`config.mk`:
```
export PLATFORM = sky130hd
export DESIGN_NAME = vfw_trunc_cvt
export DESIGN_NICKNAME = d
export VERILOG_FILES = /design/src/rtl/vfw_pkg.sv /design/src/rtl/vfw_lane_cvt.sv /design/src/rtl/vfw_flag_merge.sv /design/src/rtl/vfw_trunc_cvt.sv
export SDC_FILE = /design/constraint.sdc
export NUM_CORES = 1
export LEC_CHECK = 0
export CAP_MARGIN = 20
export CORE_AREA = 2 2 295 297
export DETAILED_ROUTE_END_ITERATION = 8
export DIE_AREA = 0 0 297 299
export DONT_BUFFER_PORTS = 1
export PLACE_DENSITY = 0.42
export SYNTH_ARGS = -nofsm -noshare
export SYNTH_HDL_FRONTEND = slang
export SYNTH_SLANG_ARGS = --single-unit
```
`constraint.sdc`:
```
create_clock -name clk -period 6.95 [get_ports clk]
set_clock_uncertainty 0.05 [all_clocks]
set_input_delay 1.39 -clock clk [delete_from_list [all_inputs] [get_ports clk]]
set_output_delay 1.39 -clock clk [all_outputs]
set_load 0.005 [all_outputs]
```
`src/rtl/vfw_pkg.sv`:
```
package vfw_pkg;
    // single-precision field layout
    localparam int FP_W   = 32;
    localparam int EXP_W  = 8;
    localparam int MAN_W  = 23;
    localparam int BIAS   = 127;
    // flag vector layout
    localparam int FLG_W    = 3;
    localparam int FLG_INV  = 0;
    localparam int FLG_SNAN = 1;
    localparam int FLG_INX  = 2;

    typedef logic [FLG_W-1:0] cvt_flags_t;
endpackage

```
`src/rtl/vfw_lane_cvt.sv`:
```
module vfw_lane_cvt
    import vfw_pkg::*;
(
    input  logic [FP_W-1:0] opnd,
    input  logic            uns,
    output logic [FP_W-1:0] res,
    output cvt_flags_t      flg
);
    localparam int SIG_W = MAN_W + 1;
    localparam int FIX_W = SIG_W + FP_W - 1;
    localparam int SH_W  = $clog2(FP_W);
    localparam logic [EXP_W-1:0] EXP_MAX = '1;
    localparam logic [FP_W-1:0]  SMAX    = {1'b0, {(FP_W-1){1'b1}}};
    localparam logic [FP_W-1:0]  SMIN    = {1'b1, {(FP_W-1){1'b0}}};
    localparam logic [FP_W-1:0]  UMAX    = '1;

    logic             sgn;
    logic [EXP_W-1:0] expo;
    logic [MAN_W-1:0] man;
    logic [EXP_W-1:0] ue;
    logic             ge_one;
    logic             in_win;
    logic [FIX_W-1:0] fixv;
    logic [FP_W-1:0]  mag;
    logic             lost;

    assign sgn    = opnd[FP_W-1];
    assign expo   = opnd[FP_W-2:MAN_W];
    assign man    = opnd[MAN_W-1:0];
    assign ue     = expo - EXP_W'(BIAS);
    assign ge_one = (expo >= EXP_W'(BIAS));
    assign in_win = ge_one && (ue[EXP_W-1:SH_W] == '0);
    assign fixv   = FIX_W'({1'b1, man}) << ue[SH_W-1:0];

    always_comb begin
        mag  = in_win ? fixv[FIX_W-1:MAN_W] : '0;
        lost = in_win ? (|fixv[MAN_W-1:0]) : (|{expo, man});
        res  = '0;
        flg  = '0;
        if (expo == EXP_MAX && man != '0) begin
            flg[FLG_INV]  = 1'b1;
            flg[FLG_SNAN] = !man[MAN_W-1];
            res           = uns ? '0 : SMIN;
        end else if (expo == EXP_MAX || (ge_one && !in_win)) begin
            flg[FLG_INV] = 1'b1;
            if (uns) res = sgn ? '0 : UMAX;
            else     res = sgn ? SMIN : SMAX;
        end else if (uns) begin
            if (sgn && mag != '0) begin
                flg[FLG_INV] = 1'b1;
            end else begin
                res          = mag;
                flg[FLG_INX] = lost;
            end
        end else begin
            if (!sgn && mag > SMAX) begin
                res          = SMAX;
                flg[FLG_INV] = 1'b1;
            end else if (sgn && mag > SMIN) begin
                res          = SMIN;
                flg[FLG_INV] = 1'b1;
            end else begin
                res          = sgn ? -mag : mag;
                flg[FLG_INX] = lost;
            end
        end
    end
endmodule

```
`src/rtl/vfw_flag_merge.sv`:
```
module vfw_flag_merge
    import vfw_pkg::*;
#(
    parameter int LANES = 4
) (
    input  cvt_flags_t [LANES-1:0] lane_flg,
    output cvt_flags_t             any_flg
);
    always_comb begin
        any_flg = '0;
        for (int i = 0; i < LANES; i++) begin
            any_flg = any_flg | lane_flg[i];
        end
    end
endmodule

```
`src/rtl/vfw_trunc_cvt.sv`:
```
module vfw_trunc_cvt
    import vfw_pkg::*;
#(
    parameter int LANES = 4
) (
    input  logic                  clk,
    input  logic                  rst_n,
    input  logic                  in_valid,
    output logic                  in_ready,
    input  logic [LANES*FP_W-1:0] in_opnd,
    input  logic                  in_uns,
    output logic                  out_valid,
    input  logic                  out_ready,
    output logic [LANES*FP_W-1:0] out_result,
    output logic [FLG_W-1:0]      out_flags
);
    localparam int VEC_W = LANES * FP_W;

    logic [VEC_W-1:0]       lane_res;
    cvt_flags_t [LANES-1:0] lane_flg;
    logic [VEC_W-1:0]       s1_res;
    cvt_flags_t [LANES-1:0] s1_flg;
    logic                   s1_vld;
    cvt_flags_t             s1_any;
    logic [VEC_W-1:0]       s2_res;
    cvt_flags_t             s2_flg;
    logic                   s2_vld;
    logic                   adv;

    for (genvar g = 0; g < LANES; g++) begin : g_lane
        vfw_lane_cvt u_cvt (
            .opnd (in_opnd[g*FP_W +: FP_W]),
            .uns  (in_uns),
            .res  (lane_res[g*FP_W +: FP_W]),
            .flg  (lane_flg[g])
        );
    end

    vfw_flag_merge #(.LANES(LANES)) u_merge (
        .lane_flg (s1_flg),
        .any_flg  (s1_any)
    );

    assign adv = !s2_vld || out_ready;

    always_ff @(posedge clk) begin
        if (!rst_n) begin
            s1_vld <= 1'b0;
            s1_res <= '0;
            s1_flg <= '0;
            s2_vld <= 1'b0;
            s2_res <= '0;
            s2_flg <= '0;
        end else if (adv) begin
            s1_vld <= in_valid;
            s1_res <= lane_res;
            s1_flg <= lane_flg;
            s2_vld <= s1_vld;
            s2_res <= s1_res;
            s2_flg <= s1_any;
        end
    end

    always_comb begin
        in_ready   = adv;
        out_valid  = s2_vld;
        out_result = s2_res;
        out_flags  = s2_flg;
    end
endmodule

```
==> impl_metrics.csv <==
group,metric,value,unit
critical_path,path_cells,"inv_2 > ha_2 > buf_4 > mux2_2 > mux4_2 > mux2i_1 > o311a_1 > a31oi_1 > a211oi_2 > nand3_1 > nor4_1 > nand3_1 > o311a_1 > a221o_1",
critical_path,critPathArrivalTime,6.60,ns
final_layout,syn_to_final_growth,9.28,%
clocking,post_cts_buffers,0,
detailed_routing,post_drt_wl_per_cell,23.7,um
synthesis,synth_edf_count,0,
clocking,clock_sinks,273,
clocking,cts.clk_slew.worst_paths,0.06,ns
global_routing,track_usage,23.0,%
floorplan,die_x,297,um
critical_path,worst-path-buf-inv,2,
timing,finalHoldViolations,0,
critical_path,cp_top_family,"compound AO/OA/AOI/OAI gates",
final_layout,fillers,9510,
floorplan,fp.coreArea,85900,um^2
critical_path,crit_path_end_kind,"flip-flop",
timing,fin_setup_tns,0,ns
final_layout,final_nets,3468,
final_layout,postLayoutCellArea,27900,um^2
clocking,clock_latency,0.55,ns
placed_design,io_buffers,0,
placed_design,hpwl,79900,um
final_layout,drive_gt1_share,12.7,%
floorplan,core.rowCount,108,
synthesis,yosysSeqAreaShare,21.4,%
critical_path,critPathMaxFanout,44,
floorplan,die_h,299,um
outcome,status,"complete, no violations",
synthesis,synthFlopType,"dfxtp_1",
timing,slew_violations,0,
final_layout,diodes,0,
critical_path,cpMaxStageDelayCell,"nor4_1",
global_routing,grt_antenna_before_repair,0,
global_routing,grt_pass1_vias,25400,
detailed_routing,route.detailed.drc,0,
timing,final.period_utilization,89.6,%
synthesis,synthesis.instances,3439,
clocking,clock_path_buffers,3,
timing,setup_slack,0.723,ns
detailed_routing,routed_wl,106000,um
detailed_routing,first_iter_violations,2297,
clocking,cts.htree.levels,2,
hold_path,hold_class,"reg -> reg",
timing,grt_setup_unrepaired,"false",
clocking,holdBufCountCts,0,
global_routing,overflow,0,
synthesis,postSynthAreaPerCell,7.41,um^2
timing,timing.fmax,161,MHz
detailed_routing,vias,26600,
timing,fin_crit,6.23,ns
pwr,p_leak,10.1,nW
floorplan,io_pins,266,
synthesis,syn-num-nets,3596,
detailed_routing,dr.pass1.iters,5,
placed_design,pre_cts_ws,0.290,ns
global_routing,grt_max_degree,166,
flow_run,maxCapViolCount,0,
detailed_routing,drtAntennaViolNets,0,
clocking,post_cts_resized,0,
floorplan,start_util,29.7,%
synthesis,syn_area,25500,um^2
clocking,cts_root_buffer,"clkbuf_16",
placed_design,routabilityCongestion,0.926,
synthesis,ys_ff_latch,273,
clocking,tritoncts,"yes",
critical_path,cp-start-kind,"primary input",
detailed_routing,viasPerCell,5.92,
timing,setup_viol,0,
synthesis,ys.warnings.count,0,
floorplan,die_area,88800,um^2
critical_path,worstSetupPathType,"in -> reg",
pwr,powerDensity,200,nW/um^2
synthesis,ys_async_sr_fraction,0,%
synthesis,ys_types,102,
critical_path,worstPathRequired,7.32,ns
pwr,irDropWorstVdd,0.000159,V
timing,relSlewSlack,22.5,%
clocking,cts_buffers,36,
critical_path,slowest_delay,0.75,ns
timing,worstMarginPinSlew,1.15,ns
global_routing,grt_pass1_wl,163000,um
placed_design,placed_area,26800,um^2
## power by group
group	switching (W)	leakage, nW	internal, W	total [W]
sequential	0.000106	2.25	0.00169	0.00180
combinational	0.00122	7.31	0.000788	0.00201
clock	0.000738	0.549	0.00102	0.00176
total	0.00206	10.1	0.00351	0.00557
## cells in the final DEF, fill, tap and decap left out, types with 89 or more instances in the layout
| master | n |
|---|---|
| nand2_1 | 604 |
| a21oi_1 | 273 |
| dfxtp_1 | 273 |
| nor2_1 | 270 |
| o21ai_0 | 222 |
| mux2i_1 | 125 |
| nand3_1 | 116 |
| buf_4 | 105 |
| mux2_2 | 91 |
| nor3_1 | 89 |
## routing by layer
layer	wire length [um]	global-route usage (%)	vias to the layer above
met1	49000	32.3	12900
met4	1740	4.28	0
li1	-	-	12600
met2	48100	36.6	915
met5	0	0	-
met3	7430	4.41	107
## logic make-up after synthesis
group | count (synthesis) | share of synthesized area (%)
compound gates | 1085 | 28.6
fa+ha+maj | 26 | 1.26
mux | 303 | 16.5
buf+inv | 325 | 5.29
xor+xnor | 58 | 2.21
simple gates | 1369 | 24.7
flops | 273 | 21.4
## tightest hold or removal path: cells and delay by family, from the launching register on
kind / cells / cell delay [ns]
DFF: 1 / 0.31
and+or+nand+nor: 2 / 0.09
## worst paths after layout
kind / startpoint / endpoint / slack, ns / cells after the start
hold reg to reg: s1_res[60] / s1_res[60] / 0.40 / 2
setup reg to reg: out_valid / s1_res[122] / 3.48 / 8
setup / recovery: in_opnd[55] / s1_res[57] / 0.72 / 14
hold / removal: s1_res[60] / s1_res[60] / 0.40 / 2
## sequential cells by signal, indices dropped and copies added, names as in the netlist
register,cells
out_result,128
s1_flg,12
s1_vld,1
s1_res,128
out_valid,1
out_flags,3
## synthesized netlist by cell type (20+ instances only)
| cell type | number | share of area, % |
|---|---|---|
| or3_1 | 25 | 0.61 |
| dfxtp_1 | 273 | 21 |
| nor4_1 | 41 | 1.0 |
| buf_2 | 49 | 0.96 |
| o31ai_1 | 33 | 0.97 |
| buf_1 | 27 | 0.40 |
| and2_1 | 45 | 1.1 |
| o21ai_0 | 222 | 4.4 |
| a221o_1 | 34 | 1.3 |
| nand2b_1 | 20 | 0.49 |
| nor2_1 | 270 | 4.0 |
| ha_1 | 24 | 1.2 |
| nand4_1 | 22 | 0.54 |
| nand2_1 | 604 | 8.9 |
| a211oi_1 | 44 | 1.3 |
| xnor2_1 | 33 | 1.1 |
| o211ai_1 | 49 | 1.4 |
| and3_1 | 29 | 0.71 |
| a31oi_1 | 45 | 1.1 |
| a21boi_0 | 71 | 2.1 |
| clkbuf_1 | 185 | 2.7 |
| mux2i_1 | 125 | 4.9 |
| a21oi_1 | 273 | 5.4 |
| nand3_1 | 116 | 2.3 |
| nor3_1 | 90 | 1.8 |
| inv_1 | 50 | 0.74 |
| mux4_2 | 82 | 7.2 |
| a221oi_1 | 25 | 0.86 |
| mux2_2 | 91 | 4.0 |
| a21o_1 | 20 | 0.59 |
## final cells by class
type / count / area, um^2 / share of cell area (%)
Multi-Input combinational cell: 2841 / 18800 / 67.6
Sequential cell: 273 / 5470 / 19.6
Tap cell: 1155 / 1450 / 5.19
Clock buffer: 50 / 1010 / 3.64
Timing Repair Buffer: 106 / 808 / 2.90
Inverter: 53 / 204 / 0.732
Clock inverter: 13 / 83.8 / 0.301
## stage by stage
stage          utilization, %  hold slack (ns)  cells  power, W
6_report                 32.4            0.399   4491   0.00557
5_1_grt                  32.4            0.419   4491   0.00588
4_1_cts                  32.4            0.403   4491   0.00562
3_5_place_dp             31.1            0.390   4428   0.00381
3_3_place_gp             31.1            0.386   4428   0.00383
2_1_floorplan               -            0.373   3439   0.00326
Note: power is estimated with default switching activity, not from simulation.
